File: config.mk
export PLATFORM = sky130hd
export DESIGN_NAME = gpio_sc_top
export DESIGN_NICKNAME = d
export VERILOG_FILES = /design/src/rtl/gpio_sc_pkg.sv /design/src/rtl/gpio_sc_ctrl.sv /design/src/rtl/gpio_sc_datapath.sv /design/src/rtl/gpio_sc_top.sv
export SDC_FILE = /design/constraint.sdc
export NUM_CORES = 1
export LEC_CHECK = 0
export ABC_CLOCK_PERIOD_IN_PS = 5100
export BUFFER_PORTS_ARGS = -buffer_cell sky130_fd_sc_hd__buf_2
export CAP_MARGIN = 10
export CORE_ASPECT_RATIO = 1.25
export CORE_UTILIZATION = 35
export CTS_CLUSTER_SIZE = 30
export DETAILED_ROUTE_END_ITERATION = 10
export GPL_ROUTABILITY_DRIVEN = 0
export PLACE_DENSITY_LB_ADDON = 0.1
export REMOVE_ABC_BUFFERS = 1
export SYNTH_ARGS = -nofsm -noshare
export SYNTH_HDL_FRONTEND = slang
export SYNTH_SLANG_ARGS = --single-unit
File: constraint.sdc
create_clock -name clk -period 5.1 [get_ports clk]
set_clock_uncertainty 0.15 [all_clocks]
set_input_delay 1.02 -clock clk [delete_from_list [all_inputs] [get_ports clk]]
set_output_delay 1.02 -clock clk [all_outputs]
set_load 0.005 [all_outputs]
File: src/rtl/gpio_sc_pkg.sv
package gpio_sc_pkg;
  typedef enum logic [2:0] {
    K_OUT_VAL, K_OUT_EN, K_OD_EN, K_OUT_INV,
    K_PULL_UP, K_PULL_DN, K_IN_EN, K_IN_INV
  } ctlKind_e;

  localparam int NUM_KINDS = 8;

  typedef struct packed {
    logic     wr;      // write qualified by a mapped control register
    logic     bank;    // 0 = low pins, 1 = high pins
    logic     ctlHit;  // address selects a control register
    logic     rbHit;   // address selects the level register
    ctlKind_e kind;
  } busStrobe_t;
endpackage

File: src/rtl/gpio_sc_ctrl.sv
module gpio_sc_ctrl
  import gpio_sc_pkg::*;
#(
  parameter int ADDR_W = 8
) (
  input  logic              wr_en,
  input  logic [ADDR_W-1:0] addr,
  output busStrobe_t        stb
);
  localparam int OFF_W = ADDR_W - 1;

  logic [OFF_W-1:0] offset;
  assign offset = addr[OFF_W-1:0];

  always_comb begin
    stb        = '0;
    stb.bank   = addr[ADDR_W-1];
    stb.kind   = K_OUT_VAL;
    stb.ctlHit = 1'b1;
    unique case (offset)
      OFF_W'('h00): stb.kind = K_OUT_VAL;
      OFF_W'('h04): stb.kind = K_OUT_EN;
      OFF_W'('h08): stb.kind = K_OD_EN;
      OFF_W'('h0C): stb.kind = K_OUT_INV;
      OFF_W'('h18): stb.kind = K_PULL_UP;
      OFF_W'('h1C): stb.kind = K_PULL_DN;
      OFF_W'('h20): stb.kind = K_IN_EN;
      OFF_W'('h24): stb.kind = K_IN_INV;
      OFF_W'('h30): begin stb.ctlHit = 1'b0; stb.rbHit = 1'b1; end
      default:      stb.ctlHit = 1'b0;
    endcase
    stb.wr = wr_en & stb.ctlHit;
  end
endmodule

File: src/rtl/gpio_sc_datapath.sv
module gpio_sc_datapath
  import gpio_sc_pkg::*;
#(
  parameter int PINS_PER_BANK = 16,
  parameter int NUM_BANKS     = 2,
  parameter int SYNC_STAGES   = 2
) (
  input  logic                                    clk,
  input  logic                                    rst_n,
  input  busStrobe_t                              stb,
  input  logic [2*PINS_PER_BANK-1:0]              wr_data,
  output logic [2*PINS_PER_BANK-1:0]              rd_data,
  input  logic [NUM_BANKS*PINS_PER_BANK-1:0]      pad_in,
  output logic [NUM_BANKS*PINS_PER_BANK-1:0]      pad_out,
  output logic [NUM_BANKS*PINS_PER_BANK-1:0]      pad_oe,
  output logic [NUM_BANKS*PINS_PER_BANK-1:0]      pull_up,
  output logic [NUM_BANKS*PINS_PER_BANK-1:0]      pull_dn
);
  localparam int P = PINS_PER_BANK;

  logic [NUM_BANKS-1:0][NUM_KINDS-1:0][P-1:0] ctlQ;
  logic [NUM_BANKS-1:0][SYNC_STAGES-1:0][P-1:0] syncQ;
  logic [NUM_BANKS-1:0][P-1:0] levelBank;
  logic [P-1:0] setMask, clrMask;

  assign setMask = wr_data[P-1:0];
  assign clrMask = wr_data[2*P-1:P];

  always_ff @(posedge clk) begin
    if (!rst_n) begin
      ctlQ <= '0;
    end else if (stb.wr) begin
      ctlQ[stb.bank][stb.kind] <= (ctlQ[stb.bank][stb.kind] | setMask) & ~clrMask;
    end
  end

  for (genvar b = 0; b < NUM_BANKS; b++) begin : g_bank
    logic [P-1:0] drive;
    assign drive = ctlQ[b][K_OUT_VAL] ^ ctlQ[b][K_OUT_INV];
    assign pad_out[b*P +: P] = drive;
    assign pad_oe[b*P +: P]  = ctlQ[b][K_OUT_EN] & (~ctlQ[b][K_OD_EN] | ~drive);
    assign pull_up[b*P +: P] = ctlQ[b][K_PULL_UP];
    assign pull_dn[b*P +: P] = ctlQ[b][K_PULL_DN];

    always_ff @(posedge clk) begin
      if (!rst_n) syncQ[b] <= '0;
      else        syncQ[b] <= {syncQ[b][SYNC_STAGES-2:0], pad_in[b*P +: P]};
    end
    assign levelBank[b] = (syncQ[b][SYNC_STAGES-1] ^ ctlQ[b][K_IN_INV]) & ctlQ[b][K_IN_EN];


    od_never_high_chk: assert property (@(posedge clk) disable iff (!rst_n)
      (pad_oe[b*P +: P] & ctlQ[b][K_OD_EN] & pad_out[b*P +: P]) == '0);

    oe_needs_en_chk: assert property (@(posedge clk) disable iff (!rst_n)
      (pad_oe[b*P +: P] & ~ctlQ[b][K_OUT_EN]) == '0);

    level_gated_chk: assert property (@(posedge clk) disable iff (!rst_n)
      (levelBank[b] & ~ctlQ[b][K_IN_EN]) == '0);
  end

  always_comb begin
    if (stb.ctlHit)     rd_data = {~ctlQ[stb.bank][stb.kind], ctlQ[stb.bank][stb.kind]};
    else if (stb.rbHit) rd_data = {{P{1'b0}}, levelBank[stb.bank]};
    else                rd_data = '0;
  end


  clr_wins_chk: assert property (@(posedge clk) disable iff (!rst_n)
    stb.wr |=> (ctlQ[$past(stb.bank)][$past(stb.kind)] & $past(setMask & clrMask)) == '0);

  idle_stable_chk: assert property (@(posedge clk) disable iff (!rst_n)
    !stb.wr |=> $stable(ctlQ));

  set_only_chk: assert property (@(posedge clk) disable iff (!rst_n)
    stb.wr |=> ((ctlQ[$past(stb.bank)][$past(stb.kind)] & $past(setMask & ~clrMask))
                == $past(setMask & ~clrMask)));
endmodule

File: src/rtl/gpio_sc_top.sv
module gpio_sc_top
  import gpio_sc_pkg::*;
#(
  parameter int PINS_PER_BANK = 16,
  parameter int ADDR_W        = 8,
  localparam int NPINS        = 2 * PINS_PER_BANK,
  localparam int DW           = 2 * PINS_PER_BANK
) (
  input  logic              clk,
  input  logic              rst_n,
  input  logic              wr_en,
  input  logic [ADDR_W-1:0] addr,
  input  logic [DW-1:0]     wr_data,
  output logic [DW-1:0]     rd_data,
  input  logic [NPINS-1:0]  pad_in,
  output logic [NPINS-1:0]  pad_out,
  output logic [NPINS-1:0]  pad_oe,
  output logic [NPINS-1:0]  pull_up,
  output logic [NPINS-1:0]  pull_dn
);
  busStrobe_t stb;

  gpio_sc_ctrl #(.ADDR_W(ADDR_W)) ctrl_i (
    .wr_en (wr_en),
    .addr  (addr),
    .stb   (stb)
  );

  gpio_sc_datapath #(.PINS_PER_BANK(PINS_PER_BANK), .NUM_BANKS(2), .SYNC_STAGES(2)) dp_i (
    .clk     (clk),
    .rst_n   (rst_n),
    .stb     (stb),
    .wr_data (wr_data),
    .rd_data (rd_data),
    .pad_in  (pad_in),
    .pad_out (pad_out),
    .pad_oe  (pad_oe),
    .pull_up (pull_up),
    .pull_dn (pull_dn)
  );
endmodule

Word-level counts from Yosys, hierarchy flattened
Index checks and enable logic that the tools add are counted.
{ "word_totals": {"inputBits": 75, "ramBits": 0, "rom_bits": 0, "n_memories": 0, "latch_bits": 0, "reg_bits": 320} }
{ "classes": {"multipliers": 0, "n_reduce_logical": 4, "order_cmp": 4, "shifts": 0, "n_addsub": 0, "div": 0, "eq_ne": 8, "n_mux": 16, "bitwise_logic": 19} }
{ "op_table": {"columns": ["operator", "n"], "rows": [
  ["$mux W128", 3],
  ["$bwmux W256", 1],
  ["$demux W128 S1", 1],
  ["$not A16 Y16", 6],
  ["$and A16 B16 Y16", 5],
  ["$mux W16", 5],
  ["$xor A16 B16 Y16", 4],
  ["$bmux W16 S3", 1],
  ["$demux W16 S3", 1],
  ["$or A16 B16 Y16", 3],
  ["$mux W32", 1],
  ["$eq A7 B6 Y1 const B", 3],
  ["$pmux W3 S7", 1],
  ["$eq A7 B4 Y1 const B", 2],
  ["$eq A7 B5 Y1 const B", 2],
  ["$reduce_or A8 Y1", 1],
  ["$eq A7 B3 Y1 const B", 1],
  ["$logic_not A7 Y1", 1],
  ["$lt A3 B4 Y1 const B", 1],
  ["$ge A3 B1 Y1 const B", 1],
  ["$logic_and A1 B1 Y1", 2],
  ["$lt A1 B2 Y1 const B", 1],
  ["$mux W1", 2],
  ["$and A1 B1 Y1", 1],
  ["$ge A1 B1 Y1 const B", 1]
]} }

Depth between registers and ports, before layout
{ "logic_depth": {"ltp_word": 9, "depth_mapped": 10} }

By module
A second synthesis with hierarchy kept.
{ "hier_totals": {"cells_unflattened": 2168, "area_unflattened_um2": 18206.2} }
{ "modules_own_cells": {"columns": ["module", "n_inst", "cells_per_inst", "area_each_um2"], "rows": [
  ["gpio_sc_datapath", 1, 2154, 18071.1],
  ["gpio_sc_ctrl", 1, 14, 135.1]
]} }

Worst setup path before layout
OpenSTA, ideal clock, no wires.
{ "synth_path": {"kind": "input port to output port", "from": "in addr[2]", "to": "out rd_data[7]", "n_path_buf": 3, "cell_stages": 7, "arrival_time_ns": 3.102, "slack_ns": 0.828, "path_cell_list": "buf_2 -> buf_4 -> buf_2 -> mux4_2 -> a32o_1 -> or4b_1 -> o2bb2ai_1"} }
{ "synth_via": {"elab_chain_cells": 5} }
{ "synth_rtl": {"columns": ["element", "line_no", "text"], "rows": [
  ["start, declared", "gpio_sc_top.sv:12", "input logic [ADDR_W-1:0] addr,"],
  ["$eq A7 B6 Y1 (tied with other cells)", "gpio_sc_ctrl.sv:20", "unique case (offset)"],
  ["$pmux W3 S7", "gpio_sc_ctrl.sv:20", null],
  ["$bmux W16 S3", "gpio_sc_datapath.sv:63", "if (stb.ctlHit) rd_data = {~ctlQ[stb.bank][stb.kind], ctlQ[stb.bank][stb.kind]};"],
  ["$mux W16 (not written as such)", "gpio_sc_datapath.sv:63", null],
  ["$mux W32 *", "gpio_sc_datapath.sv:63", null],
  ["end, declared", "gpio_sc_top.sv:14", "output logic [DW-1:0] rd_data,"]
]} }
Every way passes the cells marked *; elsewhere a longest branch is shown, timed or not. The select of a mux whose other input is x is not followed.

Worst setup path in the final report
{ "layout_path": {"from": "in addr[3]", "to": "out rd_data[6]"} }
Same word-level chain as after synthesis.

==> run summary <==
Setup path
* **capturing element type of the critical path** primary output
* **CP arrival** 3470 ps
* **critical setup path kind** in -> out
* **depth of the worst register-to-register path** 4
* **Crit Path Max Fanout** 22
* **type of origin of the critical path** primary input
* **critical path required time** 3930 ps

Cells and area
* **fraction of layout cells with a size suffix above 1** 28.35%
* **area of combinational cells with multiple inputs** 0.007811 sq mm
* **leading cell type in the layout, fill and taps excluded** sky130_fd_sc_hd__dfxtp_1
* **number of nets in the finished design** 1,831
* **Area growth syn-to-layout** 16.36%
* **share of the core filled with cells in the final layout** 41.37%
* **fillers** 4,425
* **Sequential cell area** 0.006406 sq mm
* **most used cells in the layout excluding fill and tap cells** sky130_fd_sc_hd__dfxtp_1 (320), sky130_fd_sc_hd__nand3_1 (277), sky130_fd_sc_hd__buf_2 (232), sky130_fd_sc_hd__o21ai_0 (155), sky130_fd_sc_hd__o31ai_1 (79)

Routing
* **routed wire length on met2** 26.36 mm
* **total via count after detailed routing** 13,040
* **met3 wirelength from detailed routing** 3.214 mm
* **total DRC errors in the routed layout** 0
* **final routed wirelength across all metal layers** 55.57 mm
* **wire length the detailed router placed on met1** 24.05 mm
* **post-route ant nets** 0
* **drt via density** 5.554
* **per-cell routed wire length** 23.67 um
* **highest signal layer in the routed design** met4
* **Iter 0 DRT Violations** 876
* **Initial DRT Pass Iterations** 5

Timing
* **Final Critical Period** 4637 ps
* **Hold Vio Cnt, Final** 0
* **Least-Margin Pin Slew** 1066 ps
* **worst slew margin relative to its limit** 28.55%
* **endpoints failing setup** 0
* **max-slew violation total from the final report** 0
* **Fmax** 215.6 MHz
* **setup repair after global routing missed its margin** no
* **fin crit share** 90.92%
* **slack of the critical path** 462.8 ps
* **Setup Total Neg Slack** 0 ps

Place
* **half-perimeter wire length after placement** 37.31 mm
* **post-place setup slack** 491.6 ps
* **number of I/O port buffers** 234

Clock tree
* **number of setup buffers added after CTS** 0
* **number of buffers inserted for hold repair after clock tree synthesis** 0
* **Root Buffer Master** sky130_fd_sc_hd__clkbuf_16
* **Clock transition at path regs** 60 ps
* **clock latency of the later-clocked register in the worst-skew pair** 540 ps
* **clock tree from TritonCTS** yes
* **Max H-tree Level** 2
* **Resized Gates After CTS** 0
* **number of buffers created by CTS** 37
* **sinks on the clock net** 320
* **maximum number of buffers from clock root to sink** 3

Yosys
* **number of storage elements in the synthesis netlist** 320
* **flip-flop cell with the highest count after synthesis** sky130_fd_sc_hd__dfxtp_1
* **post-synthesis average cell area** 9.361 sq um
* **sequential area share after synthesis** 41.73%
* **number of cells produced by synthesis** 1,640
* **count of yosys warnings during synthesis** 0
* **netlist area before placement** 0.01535 sq mm
* **number of unique standard cell types used by synthesis** 58
* **FFs w/ async S/R, synth** 0%
* **Post-synth EDFFs** 0

Power
* **overall power consumption** 0.005498 W
* **maximum VDD drop** 0.0002022 V
* **leakage component of the power** 7.288 nW
* **power density cells** 307.7 mW/mm^2

GRT
* **final global-route overflow total** 0
* **largest net degree at the start of global routing** 115
* **total track usage** 24.54%
* **wire length of the first global-routing pass** 81.36 mm
* **via count of the first global-routing pass** 12,460
* **number of antenna violations at the first check in global routing** 2

Floorplan
* **initial core utilization** 35.55%
* **floorplan die area** 0.04471 sq mm
* **I/O pins** 235
* **floorplan row count** 85
* **chip height** 236.2 um
* **standard cell core area** 0.04318 sq mm
* **overall die width** 189.3 um

Run
* **Maximum Capacitance Violations** 0

Worst hold path
* **class of the tightest hold or removal check** reg -> reg
* **hold depth** 1

Run status
* **status** finished clean

==> cell families (layout without fill, tap and decap cells) <==
kind of cell	count (synthesis)	count (layout)	synth area share (%)
other cells	0	2	0
simple gates	498	498	17.56
xor+xnor	64	64	3.651
buf+inv	233	374	8.142
flops	320	320	41.73
mux	114	114	9.218
compound gates	411	411	19.71
==> layout make-up <==
cell class | instances | area share (%)
sequential | 320 | 35.86
clock inverter | 8 | 0.3852
multi-input combinational | 1087 | 43.72
timing repair buffer | 301 | 9.532
tap | 565 | 3.957
antenna | 2 | 0.02802
inverter | 9 | 0.1891
clock buffer | 56 | 6.324
==> stage by stage <==
| step | std cells | hold slack [ps] | cell area (sq um) |
|---|---|---|---|
| finish | 2348 | 279.8 | 17860 |
| global route | 2348 | 293.3 | 17860 |
| CTS | 2346 | 281.1 | 17860 |
| detailed placement | 2282 | 267.9 | 16660 |
| global placement | 2282 | 264.8 | 16660 |
| floorplan | 1416 | 261.8 | 14140 |
==> layer usage <==
metal / GRT usage (%) / vias up
met5: 0 / -
met4: 9.653 / 0
met2: 39.91 / 443
li1: - / 6184
met1: 32.51 / 6319
met3: 3.630 / 94
==> worst max-delay path: stages <==
cell and delay [ps]:
sky130_fd_sc_hd__buf_2 240, sky130_fd_sc_hd__mux2_2 600, sky130_fd_sc_hd__nor3_4 200, sky130_fd_sc_hd__buf_4 290, sky130_fd_sc_hd__a211oi_1 170, sky130_fd_sc_hd__or4_1 620, sky130_fd_sc_hd__o2bb2ai_1 170, sky130_fd_sc_hd__buf_2 140
==> cell usage after synthesis, types with 13 or more instances <==
cell type | n | area, sq um
sky130_fd_sc_hd__dfxtp_1 | 320 | 6406
sky130_fd_sc_hd__buf_4 | 75 | 563.0
sky130_fd_sc_hd__mux2_2 | 56 | 630.6
sky130_fd_sc_hd__and2_1 | 66 | 412.9
sky130_fd_sc_hd__buf_2 | 20 | 100.1
sky130_fd_sc_hd__mux4_2 | 16 | 360.4
sky130_fd_sc_hd__clkbuf_1 | 111 | 416.7
sky130_fd_sc_hd__o2bb2ai_1 | 14 | 122.6
sky130_fd_sc_hd__a21boi_0 | 32 | 240.2
sky130_fd_sc_hd__a31oi_1 | 32 | 200.2
sky130_fd_sc_hd__a211oi_1 | 14 | 105.1
sky130_fd_sc_hd__o31ai_1 | 79 | 593.1
sky130_fd_sc_hd__nand2_1 | 27 | 101.4
sky130_fd_sc_hd__mux2i_1 | 41 | 410.4
sky130_fd_sc_hd__o21ai_0 | 155 | 775.7
sky130_fd_sc_hd__xor2_1 | 64 | 560.5
sky130_fd_sc_hd__nor3_1 | 13 | 65.06
sky130_fd_sc_hd__nor2_1 | 33 | 123.9
sky130_fd_sc_hd__nand3_1 | 290 | 1451
sky130_fd_sc_hd__o31ai_2 | 29 | 362.9
==> report_power, final <==
| group | switching [W] | total [W] | leakage, nW | internal [W] |
|---|---|---|---|---|
| logic | 0.000220 | 0.000322 | 4.10 | 0.000102 |
| clock network | 0.00107 | 0.00264 | 0.597 | 0.00157 |
| registers | 0.00000837 | 0.00253 | 2.59 | 0.00252 |
| total | 0.00130 | 0.00550 | 7.29 | 0.00420 |
==> worst paths after layout <==
path / from / end / slack, ps
setup / recovery: addr[3] / rd_data[6] / 460
hold / removal: dp_i.syncQ[5] / dp_i.syncQ[21] / 280
setup reg to reg: dp_i.ctlQ[247] / dp_i.ctlQ[135] / 2650
hold reg to reg: dp_i.syncQ[5] / dp_i.syncQ[21] / 280
==> registers in the layout, indices dropped and copies added (netlist names) <==
name and flops:
dp_i.ctlQ 192, dp_i.syncQ 64, dp_i.pull_dn 32, dp_i.pull_up 32
No activity file was read; power rests on OpenSTA's default activity.
